[src/rtl/bx_pkg.sv]
package bx_pkg;
   // registered drive enables of the two ports, active high
   typedef struct packed {
      logic a_en;
      logic b_en;
   } bx_oe_t;

   localparam int BX_MIN_WIDTH = 1;
   localparam int BX_MIN_STAGES = 1;
endpackage

[src/rtl/bx_a2b_path.sv]
module bx_a2b_path #(
   parameter int W         = 12,
   parameter int A1_STAGES = 2
) (
   input  logic         clk,
   input  logic         rst,
   input  logic [W-1:0] a_in,
   input  logic         ld1_n,
   input  logic         ld2_n,
   output logic [W-1:0] b1_q,
   output logic [W-1:0] b2_q
);
   localparam int LAST = A1_STAGES - 1;

   initial begin
      if (W < bx_pkg::BX_MIN_WIDTH) $error("bx_a2b_path: W must be at least 1");
      if (A1_STAGES < bx_pkg::BX_MIN_STAGES) $error("bx_a2b_path: A1_STAGES must be at least 1");
   end

   logic [A1_STAGES-1:0][W-1:0] pipe;
   logic [W-1:0]                half2;

   // 1B pipeline: every stage advances together under ld1_n
   always_ff @(posedge clk) begin
      if (rst) begin
         pipe <= '0;
      end else if (!ld1_n) begin
         for (int s = A1_STAGES - 1; s > 0; s--) begin
            pipe[s] <= pipe[s-1];
         end
         pipe[0] <= a_in;
      end
   end

   // 2B single register under ld2_n
   always_ff @(posedge clk) begin
      if (rst)         half2 <= '0;
      else if (!ld2_n) half2 <= a_in;
   end

   assign b1_q = pipe[LAST];
   assign b2_q = half2;


   pipe_hold_chk: assert property (@(posedge clk) disable iff (rst)
      ld1_n |=> $stable(pipe));

   generate
      if (A1_STAGES >= 2) begin : g_deep

         pipe_shift_chk: assert property (@(posedge clk) disable iff (rst)
            !ld1_n |=> (pipe[LAST] == $past(pipe[LAST-1])));
      end
   endgenerate


   pipe_entry_chk: assert property (@(posedge clk) disable iff (rst)
      !ld1_n |=> (pipe[0] == $past(a_in)));


   half2_hold_chk: assert property (@(posedge clk) disable iff (rst)
      ld2_n |=> $stable(half2));
endmodule

[src/rtl/bx_b2a_path.sv]
module bx_b2a_path #(
   parameter int W = 12
) (
   input  logic         clk,
   input  logic         rst,
   input  logic [W-1:0] b1_in,
   input  logic [W-1:0] b2_in,
   input  logic         cap1_n,
   input  logic         cap2_n,
   input  logic         sel_b1,
   output logic [W-1:0] a_q
);
   initial begin
      if (W < bx_pkg::BX_MIN_WIDTH) $error("bx_b2a_path: W must be at least 1");
   end

   logic [W-1:0] held1;
   logic [W-1:0] held2;

   always_ff @(posedge clk) begin
      if (rst)          held1 <= '0;
      else if (!cap1_n) held1 <= b1_in;
   end

   always_ff @(posedge clk) begin
      if (rst)          held2 <= '0;
      else if (!cap2_n) held2 <= b2_in;
   end

   // select is not registered
   always_comb a_q = sel_b1 ? held1 : held2;


   held1_hold_chk: assert property (@(posedge clk) disable iff (rst)
      cap1_n |=> $stable(held1));


   held2_load_chk: assert property (@(posedge clk) disable iff (rst)
      !cap2_n |=> (held2 == $past(b2_in)));
endmodule

[src/rtl/bx_oe_sync.sv]
module bx_oe_sync (
   input  logic           clk,
   input  logic           rst,
   input  logic           oe_a_n,
   input  logic           oe_b_n,
   output bx_pkg::bx_oe_t en
);
   logic oea_q;
   logic oeb_q;

   always_ff @(posedge clk) begin
      if (rst) begin
         oea_q <= 1'b1;
         oeb_q <= 1'b1;
      end else begin
         oea_q <= oe_a_n;
         oeb_q <= oe_b_n;
      end
   end

   assign en.a_en = !oea_q;
   assign en.b_en = !oeb_q;


   oe_reset_chk: assert property (@(posedge clk)
      rst |=> (!en.a_en && !en.b_en));


   oe_follow_chk: assert property (@(posedge clk) disable iff (rst)
      !$past(rst) |-> ((en.a_en == !$past(oe_a_n)) && (en.b_en == !$past(oe_b_n))));
endmodule

[src/rtl/bus_exchanger_nw.sv]
module bus_exchanger_nw #(
   parameter int W             = 12,
   parameter int A1_STAGES     = 2,
   parameter bit ZERO_WHEN_OFF = 1'b1
) (
   input  logic         clk,
   input  logic         rst,
   input  logic [W-1:0] a_in,
   output logic [W-1:0] a_out,
   output logic         a_oe,
   input  logic [W-1:0] b1_in,
   output logic [W-1:0] b1_out,
   input  logic [W-1:0] b2_in,
   output logic [W-1:0] b2_out,
   output logic         b_oe,
   input  logic         ld_a1_n,
   input  logic         ld_a2_n,
   input  logic         cap_b1_n,
   input  logic         cap_b2_n,
   input  logic         sel_b1,
   input  logic         oe_a_n,
   input  logic         oe_b_n
);
   initial begin
      if (W < bx_pkg::BX_MIN_WIDTH) $error("bus_exchanger_nw: W must be at least 1");
   end

   logic [W-1:0]   wide1;
   logic [W-1:0]   wide2;
   logic [W-1:0]   narrow;
   bx_pkg::bx_oe_t en;

   bx_a2b_path #(.W(W), .A1_STAGES(A1_STAGES)) u_a2b (
      .clk  (clk),
      .rst  (rst),
      .a_in (a_in),
      .ld1_n(ld_a1_n),
      .ld2_n(ld_a2_n),
      .b1_q (wide1),
      .b2_q (wide2)
   );

   bx_b2a_path #(.W(W)) u_b2a (
      .clk   (clk),
      .rst   (rst),
      .b1_in (b1_in),
      .b2_in (b2_in),
      .cap1_n(cap_b1_n),
      .cap2_n(cap_b2_n),
      .sel_b1(sel_b1),
      .a_q   (narrow)
   );

   bx_oe_sync u_oe (
      .clk   (clk),
      .rst   (rst),
      .oe_a_n(oe_a_n),
      .oe_b_n(oe_b_n),
      .en    (en)
   );

   assign a_oe = en.a_en;
   assign b_oe = en.b_en;

   generate
      if (ZERO_WHEN_OFF) begin : g_gated
         assign a_out  = en.a_en ? narrow : '0;
         assign b1_out = en.b_en ? wide1  : '0;
         assign b2_out = en.b_en ? wide2  : '0;
      end else begin : g_raw
         assign a_out  = narrow;
         assign b1_out = wide1;
         assign b2_out = wide2;
      end
   endgenerate


   pair_chk: assert property (@(posedge clk) disable iff (rst)
      (!ld_a1_n && !ld_a2_n) |=> (wide2 == $past(a_in)));
endmodule

[config.mk]
export PLATFORM = sky130hd
export DESIGN_NAME = bus_exchanger_nw
export DESIGN_NICKNAME = d
export VERILOG_FILES = /design/src/rtl/bx_pkg.sv /design/src/rtl/bx_a2b_path.sv /design/src/rtl/bx_b2a_path.sv /design/src/rtl/bx_oe_sync.sv /design/src/rtl/bus_exchanger_nw.sv
export SDC_FILE = /design/constraint.sdc
export NUM_CORES = 1
export LEC_CHECK = 0
export BUFFER_PORTS_ARGS = -buffer_cell sky130_fd_sc_hd__buf_2
export CAP_MARGIN = 10
export CORE_MARGIN = 3
export CORE_UTILIZATION = 35
export DETAILED_ROUTE_END_ITERATION = 8
export PLACE_DENSITY_LB_ADDON = 0.12
export SLEW_MARGIN = 40
export SYNTH_ARGS = -nofsm -noshare
export SYNTH_HDL_FRONTEND = slang
export SYNTH_SLANG_ARGS = --single-unit
[constraint.sdc]
create_clock -name clk -period 0.9 [get_ports clk]
set_input_delay 0.225 -clock clk [delete_from_list [all_inputs] [get_ports clk]]
set_output_delay 0.225 -clock clk [all_outputs]
set_load 0.1 [all_outputs]
==> results of run 1 <==
## cell families (layout without fill, tap and decap cells)
| group | after synthesis | after routing |
|---|---|---|
| multiplexers | 72 | 72 |
| AND/OR/NAND/NOR | 98 | 98 |
| buffers and inverters | 19 | 120 |
| flip-flops | 62 | 62 |
## worst reg2reg max path, cell delays in order, from the launching register on
cell     delay (ps)
dfxtp_1         330
buf_4           130
mux2i_1         120
nor2_1           50
## metal layers
metal  track usage, %  vias up
met5                0        -
met4             6.78        0
met3             3.56        6
met2             21.6       46
met1             18.6      904
li1                 -     1015
## power by group
part           total (mW)  switching, mW  internal (mW)
registers            2.99         0.0936           2.89
clock network        2.43           1.01           1.43
logic                1.26          0.677          0.584
total                6.68           1.78           4.91
## metrics by stage
| step | setup WS, ps | cells |
|---|---|---|
| after floorplan | -389 | 251 |
| after global placement | -324 | 431 |
| after detailed placement | -352 | 431 |
| after CTS | -546 | 448 |
| after global routing | -562 | 448 |
| final | -520 | 448 |
## layout make-up
type,instances,area (µm²),share of cell area [%]
Multi-Input combinational cell,170,1450,33.5
Timing Repair Buffer,102,1280,29.7
Sequential cell,62,1250,28.9
Clock buffer,13,159,3.68
Tap cell,96,120,2.78
Clock inverter,3,42.5,0.986
Inverter,2,15.0,0.348
## state kept, by name (all words and copies together) (netlist names)
signal       flops
u_a2b.pipe      12
u_oe.oeb_q       1
u_a2b.b1_q      12
u_oe.oea_q       1
u_a2b.b2_q      12
u_b2a.held2     12
u_b2a.held1     12
## cell usage in the layout (no fill, tap or decap)
| cell type | synthesis | routed |
|---|---|---|
| mux2i_1 | 72 | 66 |
| buf_12 | 2 | 47 |
| clkbuf_1 | 1 | 2 |
| clkinv_2 | 0 | 1 |
| dfxtp_1 | 62 | 60 |
| buf_2 | 9 | 44 |
| dfxtp_4 | 0 | 2 |
| mux2i_2 | 0 | 6 |
| buf_6 | 5 | 5 |
| nor2_4 | 0 | 12 |
| nor2_1 | 72 | 60 |
| buf_4 | 0 | 5 |
| nor2b_4 | 0 | 24 |
| bufinv_16 | 0 | 1 |
| buf_16 | 0 | 1 |
| clkinvlp_4 | 0 | 3 |
| clkbuf_8 | 0 | 11 |
| or2_2 | 2 | 2 |
## timing repair
| item | in CTS | in global routing |
|---|---|---|
| pin swaps | 3 | 1 |
| cloned | 1 | 0 |
| resized for setup | 7 | 5 |
| setup endpoints to repair | 38 | 38 |
## how the worst max path moves through the flow
| stage | endpoint | startpoint | slack, ps | cells past startpoint |
|---|---|---|---|---|
| after floorplan | b1_out[0] | u_oe.oeb_q$_SDFF_PP1_ | -390 | 2 |
| after global placement | a_out[8] | sel_b1 | -320 | 5 |
| after detailed placement | a_out[9] | sel_b1 | -350 | 5 |
| after CTS | b1_out[6] | u_oe.oeb_q$_SDFF_PP1_ | -550 | 3 |
| after global routing | b2_out[1] | u_oe.oeb_q$_SDFF_PP1_ | -560 | 3 |
| final | b1_out[6] | u_oe.oeb_q$_SDFF_PP1_ | -520 | 3 |
==> results.md, run 1 <==
- The final reports fail on setup timing.
- After clock tree synthesis, the flow added hold-fix buffers numbering 0.
- The wire length after detailed routing is 5.64 mm.
- Dividing total power by cell area gives a power density of ~1500 nW/µm².
- The analysis attributes to cell leakage a power of 1.85 nW.
- Relative to the synthesized area, the layout overhead comes to 69.4%.
- The worst slew slack as a fraction of its limit is 82.0%.
- The summed instance area of the synthesized netlist is 2550 µm².
- The startpoint of the worst hold path is oe_a_n.
- The number of hold violations in the final report came to 0.
- The number of synthesized flops with an enable pin is 0.
- The width of the chip is just over 90 µm.
- The placed instances occupy a cell area of 4040 µm².
- In this run the worst path has a maximum fanout of 8.
- The largest stage delay on the critical path is between 300 and 400 ps.
- Of the post-synthesis cell area, the dominant cell type holds between 40% and 50%.
- The commonest cells after synthesis are mux2i_1 (72), nor2_1 (72), dfxtp_1 (62).
- The worst vdd rail ir drop is 811 µV.
- The signal on the critical path passes through buf_12, nor2b_4, buf_12.
- The worst reg2reg path depth is 3.
- The worst hold path passes through 2 cells.
- The total power consumption of the routed design is 6.68 mW.
- The core area is a little under 7000 µm².
- Summing the areas of all and, or, nand and nor instances in the mapped netlist gives 17.0% of the synthesized area.
- Ranked by total cell area, the synthesized netlist is headed by dfxtp_1 (49%), mux2i_1 (28%), nor2_1 (11%).
- In this run the post-CTS setup repair buffer count came out at 0.
- The share of the core filled with cells is 62.5%.
- The uppermost signal routing layer after detailed routing is met4.
- The fraction of registers with async set/reset is 0%.
- The synthesized netlist net count is 296.
- The via count is about 2k.
- The boundary pin count is 83.
- The cell row count is 30.
- The part of the Yosys area used for sequential elements is about half.
- At the pin with the least slew margin, the transition time is 263 ps.
- The largest total area in the synthesized netlist belongs to dfxtp_1.
- The first routing iteration left 34 violations.
- 0 antenna diodes ended up in the layout.
- The fraction of layout instances using a drive strength above 1 is around 47%.
- The startpoint identified for the worst register-to-register timing path is u_b2a.held2[1]$_SDFFE_PP0N_.
- After Yosys synthesis, XOR and XNOR cells account for 0% of the synthesized area.
- After layout, the minimum clock period comes to 1420 ps.
- The TritonCTS clock tree is done.
- The kind of cell with the highest combined delay along the critical path is flip-flops.
- The highest attainable clock frequency is 704 MHz.
- The synthesized netlist contains 10 unique library cells.
- The worst setup skew after layout is 5.58 ps.
- The summed negative setup slack over all endpoints is -18640 ps.
- The latest clock arrival within the worst-skew pair is 320 ps.
- The number of antenna violations at the first check in global routing is 0.
- The total non-filler cell area in the finished layout is 4310 µm².
- The run finished, with violations left.
- After detailed routing, the wire length on met1 is 2.61 mm.
- The type of element capturing the critical path is an output port.
- The total number of H-tree levels is 3.
- The share of synthesized area spent on multiplexers is 28.3%.
- The root buffer cell chosen for the clock tree is clkbuf_8.
- After global routing the overflow that remains totals 0.
- The tool flagged a number of max-cap violations equal to 0.
- The first global-routing pass estimated 9.27 mm of wire.
- The largest individual stage delay along the critical path comes from the cell dfxtp_4.
- For the worst setup path, the data required time is ~670 ps.
- The number of warnings reported in the yosys synthesis log is 0.
- Summing the areas of all compound-gate instances in the mapped netlist gives 0% of the synthesized area.
- The via count of the first global-routing pass came to 1875.
- In this run the worst hold path is classified as input pin to flop.
- The height of the chip is 91.3 µm.
- The data arrival time of the critical path is 1190 ps.
- For hold timing, the worst endpoint is u_oe.oea_q$_SDFF_PP1_.
- The cell repeated most along the worst path is buf_12.
- The routed design uses around 270 µm of met3 wire.
- The first detailed-routing pass took 4 iterations.
- Clock-pin slew was measured on the worst setup and hold paths at 70 ps.
- The all-layer global routing usage is about 14%.
- The max-slew violation count came to 0.
- Setup repair after global routing could not meet its margin everywhere.
- On the final layout, the worst hold slack is approximately 74 ps.
- Counting every instance in the synthesized netlist gives 251.
- The number of nets in the layout is 392.
- In this run the register-to-register setup slack is 170 ps.
- Entering global routing, the biggest net connects 37 pins.
- After synthesis, the largest family of logic cells by area is multiplexers.
- Routability-driven placement finished with a final weighted congestion of 0.775.
- The met2 routed wirelength is 2.69 mm.
- The detail-routed via count per cell is 4.40.
- The initial standard-cell utilization of the core is about 37%.
- Setup slack on the critical path of the routed design comes to -520 ps.
- Synthesis inferred 62 register bits.
- After legalization and detailed placement, the total HPWL measured 4.14 mm.
- The longest clock path from root to sink contains 2 buffers.
- The critical path is of the flop to output port type.
- The worst path uses 158% of the clock period.
- The mean routed wirelength per cell is ~13 µm.
- Input and output buffers added on the ports amount to 82.
- The tree built by TritonCTS fans out to 62 sinks.
- The die covers between 8000 and 9000 µm².
- The endpoint identified for the worst register-to-register timing path is u_b2a.held2[1]$_SDFFE_PP0N_.
- The startpoint class of the critical path is a flop.
- After filler insertion, the fill cell instance count of the layout stands at 563.
- In the routed design, unresolved DRC markers number 0.
- The most used flip-flop cell after synthesis is dfxtp_1.
- The synthesized area divided by synthesized cell count is 10.1 µm².
- The setup-violating endpoint count in the final report is 38.
- Counting both buffers and inverters, the worst setup path holds a total of 2.
- The number of clock buffers inserted by TritonCTS is 9.
- Summing the areas of all fa, ha and maj instances in the mapped netlist gives 0% of the synthesized area.
- The count of antenna-violating nets left after detailed routing is 0.
Note: power is estimated with default switching activity, not from simulation.
==> inputs of run 2 (changes only) <==
- CORE_UTILIZATION: 35 -> 45
==> run 2 against run 1 <==
Net effect:
- largest power group unchanged
- utilization grew 19 points
- cell count shrank 5.6%
- combinational power grew 3%
- critical endpoint is now b1_out[4]
- the flow still finishes with violations (setup timing)
==> results.md, run 2 (synthesis results as in run 1) <==
- Outcome: finished, violations left (unchanged).
- Violations in the final reports: setup timing (unchanged).
- The clock transition time at the flip-flop clock pins of the worst setup and hold paths is 60 ps (was 70 ps).
- The worst slew slack as a fraction of its limit is 82.7% (was 82.0%).
- The number of buffers added on ports was 82 (unchanged).
- The TritonCTS clock tree was done (unchanged).
- The power density over the cells was 1530 nW/µm² (was 1550 nW/µm²).
- The via count of the first global-routing pass is 2113 (was 1875).
- The number of filler cells placed in the layout is 313 (was 563).
- The internal power consumption was 4.76 mW (was 4.91 mW).
- The cell repeated most along the worst path is buf_12 (unchanged).
- The startpoint of the worst hold path is oe_a_n (unchanged).
- The max-slew violation count is 0 (unchanged).
- The number of hold violations in the final report is 0 (unchanged).
- The maximum fanout count along the critical path is 9 (was 8).
- The required time of the worst setup path is 670 ps (about the same).
- The type of element capturing the critical path was an output port (unchanged).
- The area of the multi-input gates came to 1480 µm² (was 1450 µm²).
- The endpoint of the worst hold-timing path is u_oe.oea_q$_SDFF_PP1_ (unchanged).
- The number of nets in the layout is 393 (was 392).
- The worst reg2reg path depth is 3 (unchanged).
- The die footprint is 6600 µm² (was 8340 µm²).
- The library cell used as clock root buffer is clkbuf_8 (unchanged).
- The non-filler instance count after layout came to 423 (was 448).
- The post-synthesis to final-layout area growth is 69.0% (was 69.4%).
- Top library cells by usage in the layout, fill and taps aside: mux2i_1 (64), nor2_1 (60), dfxtp_1 (54) (was mux2i_1 (66), nor2_1 (60), dfxtp_1 (60)).
- The storage element area is 1260 µm² (was 1250 µm²).
- The latest clock arrival within the worst-skew pair was 330 ps (was 320 ps).
- The share of power burned in registers is 45.6% (was 44.7%).
- The total power consumption of the routed design is 6.57 mW (was 6.68 mW).
- The initial standard-cell utilization of the core was 48.0% (was 36.9%).
- The cell row count is 26 (was 30).
- The highest attainable clock frequency is 707 MHz (was 704 MHz).
- The reg-to-reg startpoint is u_b2a.held2[11]$_SDFFE_PP0N_ (was u_b2a.held2[1]$_SDFFE_PP0N_).
- The core area is 5300 µm² (was 6910 µm²).
- The number of diodes was 0 (unchanged).
- The all-layer global routing usage is 19.6% (was 14.1%).
- The combined buffer and inverter count along the critical path was 2 (unchanged).
- The largest stage delay on the critical path is 380 ps (was 390 ps).
- The largest buffer count on any clock path is 2 (unchanged).
- The detailed-routing iteration count for the pre-antenna-repair pass is 4 (unchanged).
- The reg-to-reg setup timing slack is 100 ps (was 170 ps).
- The count of antenna-violating nets left after detailed routing came to 0 (unchanged).
- The height of the chip was 81.2 µm (was 91.3 µm).
- The number of design rule violations left after detail routing is 0 (unchanged).
- The via count came to 2059 (was 1971).
- The post-cts hold buffer count is 0 (unchanged).
- The width of the chip is 81.2 µm (was 91.3 µm).
- The startpoint class of the critical path is a flop (unchanged).
- The routed length on met3 is 329 µm (was 265 µm).
- Setup repair after global routing missed its margin: true (unchanged).
- The total number of H-tree levels is 3 (unchanged).
- The largest net degree at the start of global routing is 31 (was 37).
- The share of the clock period used by the worst path was 157% (was 158%).
- The detail-routed via count per cell is 4.87 (was 4.40).
- The uppermost signal routing layer after detailed routing is met4 (unchanged).
- The mean routed wirelength per cell is 14.1 µm (was 12.6 µm).
- The met2 routed wirelength is 2.88 mm (was 2.69 mm).
- The destination of the worst register-to-register timing path is u_b2a.held2[11]$_SDFFE_PP0N_ (was u_b2a.held2[1]$_SDFFE_PP0N_).
- The routed metal-1 wirelength came to 2.65 mm (was 2.61 mm).
- The max-capacitance violation count is 0 (unchanged).
- Cell chain of the critical path: buf_12, nor2b_4, buf_12 (unchanged).
- The aggregate global routing overflow came to 0 (unchanged).
- The iteration-0 DRC count of the detailed router is 72 (was 34).
- The worst vdd rail ir drop is 997 µV (was 811 µV).
- The critical setup path kind is flop to output port (unchanged).
- The half-perimeter wire length after placement is 4.33 mm (was 4.14 mm).
- The post-layout worst setup margin is -515 ps (was -520 ps).
- The data arrival time of the critical path is 1190 ps (about the same).
- The net switching power figure is 1.82 mW (was 1.78 mW).
- The boundary pin count is 83 (unchanged).
- The kind of cell adding the most delay to the critical path is flip-flops (unchanged).
- The number of cells traversed by the worst hold path was 2 (unchanged).
- The total non-filler cell area in the finished layout is 4300 µm² (was 4310 µm²).
- The switching part of the total power is 27.6% (was 26.6%).
- The setup-violating endpoint count in the final report was 38 (unchanged).
- The most common cell after layout, fill and taps aside was mux2i_1 (unchanged).
- The proportion of power drawn by combinational gates was 19.7% (was 18.9%).
- The cell type of the slowest stage on the worst timing path is dfxtp_4 (unchanged).
- The worst setup skew after layout is 6.40 ps (was 5.58 ps).
- The proportion of power drawn by the clock network is 34.7% (was 36.4%).
- The wire length after detailed routing was 5.97 mm (was 5.64 mm).
- The actual transition at the worst max-transition pin is 252 ps (was 263 ps).
- The final weighted congestion of routability-driven global placement was 0.722 (was 0.775).
- The time the final worst path needs with I/O delays and setup is 1420 ps (about the same).
- The fraction of layout instances using a drive strength above 1 is 49.0% (was 46.6%).
- The global-route wire length before repair was 9.66 mm (was 9.27 mm).
- The total instance count after detailed placement is 407 (was 431).
- The leakage component of the power is 1.85 nW (about the same).
- The share of the core filled with cells is 81.2% (was 62.5%).
- The classification of the worst-slack hold path is input pin to flop (unchanged).
- The number of clock buffers inserted by TritonCTS is 9 (unchanged).
- The post-placement cell area came to 4050 µm² (was 4040 µm²).
- The number of antenna violations at the first check in global routing is 0 (unchanged).
- The sink count of the clock tree is 62 (unchanged).
==> run 2: stage by stage <==
step           setup WS [ps]  TNS [ps]  hold slack, ps
6_report                -515    -18330            78.1
5_1_grt                 -559    -20000            74.6
4_1_cts                 -536    -19110            64.3
3_5_place_dp            -362     -8130             414
3_3_place_gp            -331     -7840             407
2_1_floorplan           -389    -12960             328
==> run 2: area by class of cell <==
cell class / instances / area share [%]
flip-flops and latches: 62 / 29.2
repair buffers: 103 / 29.8
clock inverters: 5 / 1.16
inverters: 2 / 0.349
multi-input cells: 170 / 34.4
clock buffers: 11 / 3.05
well taps: 70 / 2.03
==> run 2: how the worst max path moves through the flow <==
stage                     startpoint         to  cells after the start
6_report       u_oe.oeb_q$_SDFF_PP1_  b1_out[4]                      3
5_1_grt        u_oe.oeb_q$_SDFF_PP1_  b2_out[3]                      3
4_1_cts        u_oe.oeb_q$_SDFF_PP1_  b1_out[4]                      3
3_5_place_dp                  sel_b1  a_out[11]                      5
3_3_place_gp                  sel_b1   a_out[9]                      5
2_1_floorplan  u_oe.oeb_q$_SDFF_PP1_  b1_out[0]                      2
==> run 2: timing repair <==
| action | in CTS | in global routing |
|---|---|---|
| setup buffers | 0 | 0 |
| pin swaps | 3 | 0 |
| endpoints found under the setup margin | 38 | 38 |
| gates cloned | 0 | 0 |
| endpoints found under the hold margin | 0 | 0 |
| resized for setup | 10 | 9 |
==> run 2: power by group through the flow <==
| stage | Clock [mW] | Sequential (mW) | Combinational, mW |
|---|---|---|---|
| 4_1_cts | 2.33 | 2.99 | 1.29 |
| 5_1_grt | 2.45 | 3.01 | 1.37 |
| 3_5_place_dp | 0 | 3.04 | 1.27 |
| 3_3_place_gp | 0 | 3.03 | 1.24 |
| 6_report | 2.28 | 3.00 | 1.30 |
| 2_1_floorplan | 0 | 3.02 | 0.830 |
==> run 2: metal layers <==
metal  vias up  global-route usage, %
met5         -                      0
met4         0                   10.6
met3         9                   4.99
met2        61                   32.1
li1       1017                      -
met1       972                   23.3
==> inputs of run 3 (changes only) <==
- CORE_UTILIZATION: 45 -> 47
- CTS_BUF_LIST: unset -> sky130_fd_sc_hd__clkbuf_8
==> run 3 against run 2 <==
Net effect:
- critical endpoint is now b2_out[0]
- critical path type unchanged
- clock skew shrank 3.2 ps
- routed wire length barely moved
- the flow still finishes with violations (setup timing)
- register-to-register slack gained 80 ps
- via count about the same
- utilization increased by 1.5 points
- clock power shrank 2%
- sequential cell count stayed put
- largest cell class unchanged
- sequential share of layout area increased by 0.13 points
- critical path depth is the same
==> results.md, run 3 (synthesis results as in run 1) <==
- The type of element capturing the critical path is an output port (unchanged).
- The height of the chip is 79.6 µm (was 81.2 µm).
- The time the final worst path needs with I/O delays and setup was 1430 ps (was 1420 ps).
- The maximum fanout count along the critical path came to 12 (was 9).
- The fraction of layout instances using a drive strength above 1 came to 48.4% (was 49.0%).
- The number of nets in the layout came to 388 (was 393).
- The leakage component of the power is 1.83 nW (was 1.85 nW).
- The non-filler instance count after layout was 417 (was 423).
- The cell row count is 26 (unchanged).
- The worst slew slack as a fraction of its limit is 83.2% (was 82.7%).
- The summed negative setup slack over all endpoints is -18130 ps (was -18330 ps).
- The total number of H-tree levels is 3 (unchanged).
- The largest net degree at the start of global routing is 23 (was 31).
- The detailed-routing iteration count for the pre-antenna-repair pass is 4 (unchanged).
- The data arrival time of the critical path is 1210 ps (was 1190 ps).
- The post-cts hold buffer count is 0 (unchanged).
- The number of buffers added on ports is 82 (unchanged).
- The count of antenna-violating nets left after detailed routing was 0 (unchanged).
- Setup repair after global routing missed its margin: true (unchanged).
- The number of cells traversed by the worst hold path came to 2 (unchanged).
- The worst vdd rail ir drop is 1260 µV (was 997 µV).
- The post-layout worst setup margin came to -533 ps (was -515 ps).
- The destination of the worst register-to-register timing path is u_b2a.held1[10]$_SDFFE_PP0N_ (was u_b2a.held2[11]$_SDFFE_PP0N_).
- Violations in the final reports: setup timing (unchanged).
- The startpoint of the worst hold path is oe_a_n (unchanged).
- The setup-violating endpoint count in the final report is 38 (unchanged).
- The routed length on met3 was 298 µm (was 329 µm).
- The placement-stage worst setup slack is -376 ps (was -362 ps).
- The die footprint is 6340 µm² (was 6600 µm²).
- The mean routed wirelength per cell was 14.3 µm (was 14.1 µm).
- The iteration-0 DRC count of the detailed router is 50 (was 72).
- The reg-to-reg setup timing slack is 180 ps (was 100 ps).
- The most common cell after layout, fill and taps aside is mux2i_1 (unchanged).
- The routed metal-1 wirelength was 2.43 mm (was 2.65 mm).
- The number of clock buffers inserted by TritonCTS is 9 (unchanged).
- The startpoint class of the critical path is a flop (unchanged).
- The aggregate global routing overflow is 0 (unchanged).
- The via count is 2058 (was 2059).
- The clock transition time at the flip-flop clock pins of the worst setup and hold paths is 60 ps (about the same).
- The width of the chip is 79.6 µm (was 81.2 µm).
- The uppermost signal routing layer after detailed routing is met4 (unchanged).
- The all-layer global routing usage came to 20.4% (was 19.6%).
- The detail-routed via count per cell is 4.94 (was 4.87).
- The worst reg2reg path depth is 3 (unchanged).
- The number of design rule violations left after detail routing is 0 (unchanged).
- The number of antenna violations at the first check in global routing came to 0 (unchanged).
- The largest buffer count on any clock path came to 2 (unchanged).
- The total instance count after detailed placement came to 402 (was 407).
- The actual transition at the worst max-transition pin is 245 ps (was 252 ps).
- Top library cells by usage in the layout, fill and taps aside: mux2i_1 (61), nor2_1 (60), dfxtp_1 (56) (was mux2i_1 (64), nor2_1 (60), dfxtp_1 (54)).
- The worst setup skew after layout is 3.24 ps (was 6.40 ps).
- The share of the core filled with cells is 82.7% (was 81.2%).
- The boundary pin count is 83 (unchanged).
- The total power consumption of the routed design is 6.52 mW (was 6.57 mW).
- The number of diodes is 0 (unchanged).
- The initial standard-cell utilization of the core is 49.3% (was 48.0%).
- The total non-filler cell area in the finished layout is 4280 µm² (was 4300 µm²).
- The classification of the worst-slack hold path is input pin to flop (unchanged).
- The endpoint of the worst hold-timing path is u_oe.oea_q$_SDFF_PP1_ (unchanged).
- The core area is 5170 µm² (was 5300 µm²).
- The final weighted congestion of routability-driven global placement came to 0.773 (was 0.722).
- The required time of the worst setup path is 670 ps (about the same).
- The worst hold margin is 105 ps (was 78.1 ps).
- The met2 routed wirelength is 3.14 mm (was 2.88 mm).
- The via count of the first global-routing pass came to 2145 (was 2113).
- The wire length after detailed routing came to 5.97 mm (about the same).
- The critical setup path kind is flop to output port (unchanged).
- The reg-to-reg startpoint is u_b2a.held1[10]$_SDFFE_PP0N_ (was u_b2a.held2[11]$_SDFFE_PP0N_).
- The library cell used as clock root buffer was clkbuf_8 (unchanged).
- The share of the clock period used by the worst path is 159% (was 157%).
- The half-perimeter wire length after placement is 4.27 mm (was 4.33 mm).
- The number of buffers inserted to repair setup after CTS is 0 (unchanged).
- The post-placement cell area came to 4030 µm² (was 4050 µm²).
- The TritonCTS clock tree is done (unchanged).
- The number of hold violations in the final report came to 0 (unchanged).
- The global-route wire length before repair is 10.1 mm (was 9.66 mm).
- The latest clock arrival within the worst-skew pair came to 320 ps (was 330 ps).
- The sink count of the clock tree was 62 (unchanged).
- The highest attainable clock frequency was 698 MHz (was 707 MHz).
- Outcome: finished, violations left (unchanged).
- The post-synthesis to final-layout area growth is 67.9% (was 69.0%).
- The max-slew violation count is 0 (unchanged).
- The power density over the cells came to 1530 nW/µm² (about the same).
- The max-capacitance violation count is 0 (unchanged).
[run 3: worst max path at each step]
stage / start / endpoint / slack, ps / cells past startpoint
2_1_floorplan: u_oe.oeb_q$_SDFF_PP1_ / b1_out[0] / -390 / 2
3_3_place_gp: sel_b1 / a_out[9] / -330 / 5
3_5_place_dp: sel_b1 / a_out[3] / -380 / 5
4_1_cts: u_oe.oeb_q$_SDFF_PP1_ / b2_out[0] / -540 / 3
5_1_grt: u_oe.oeb_q$_SDFF_PP1_ / b2_out[0] / -570 / 3
6_report: u_oe.oeb_q$_SDFF_PP1_ / b2_out[0] / -530 / 3
[run 3: final cells by class]
| class | count | area (µm²) |
|---|---|---|
| tap | 70 | 87.6 |
| fill | 282 | 896 |
| sequential | 62 | 1250 |
| clock inverter | 2 | 7.51 |
| multi-input combinational | 170 | 1480 |
| inverter | 2 | 15.0 |
| timing repair buffer | 98 | 1250 |
| clock buffer | 13 | 179 |
[run 3: what timing repair did]
item                                   CTS  global route
pin swaps                                3             0
setup endpoints to repair               38            38
gates resized for setup                  9             8
endpoints found under the hold margin    0             0
[run 3: critical path: stages, from the launching register on]
cell	delay, ps
dfxtp_4	380
buf_12	170
nor2b_4	150
buf_12	180
[run 3: per-layer routing]
metal | vias to the layer above | GRT usage [%]
li1 | 1005 | -
met1 | 988 | 24.7
met2 | 54 | 34.4
met3 | 11 | 4.85
met4 | 0 | 8.59
met5 | - | 0
[run 3: report_power, final]
| part | internal, mW | switching [mW] | total (mW) |
|---|---|---|---|
| logic | 0.589 | 0.697 | 1.29 |
| clock network | 1.27 | 0.972 | 2.24 |
| registers | 2.90 | 0.101 | 3.00 |
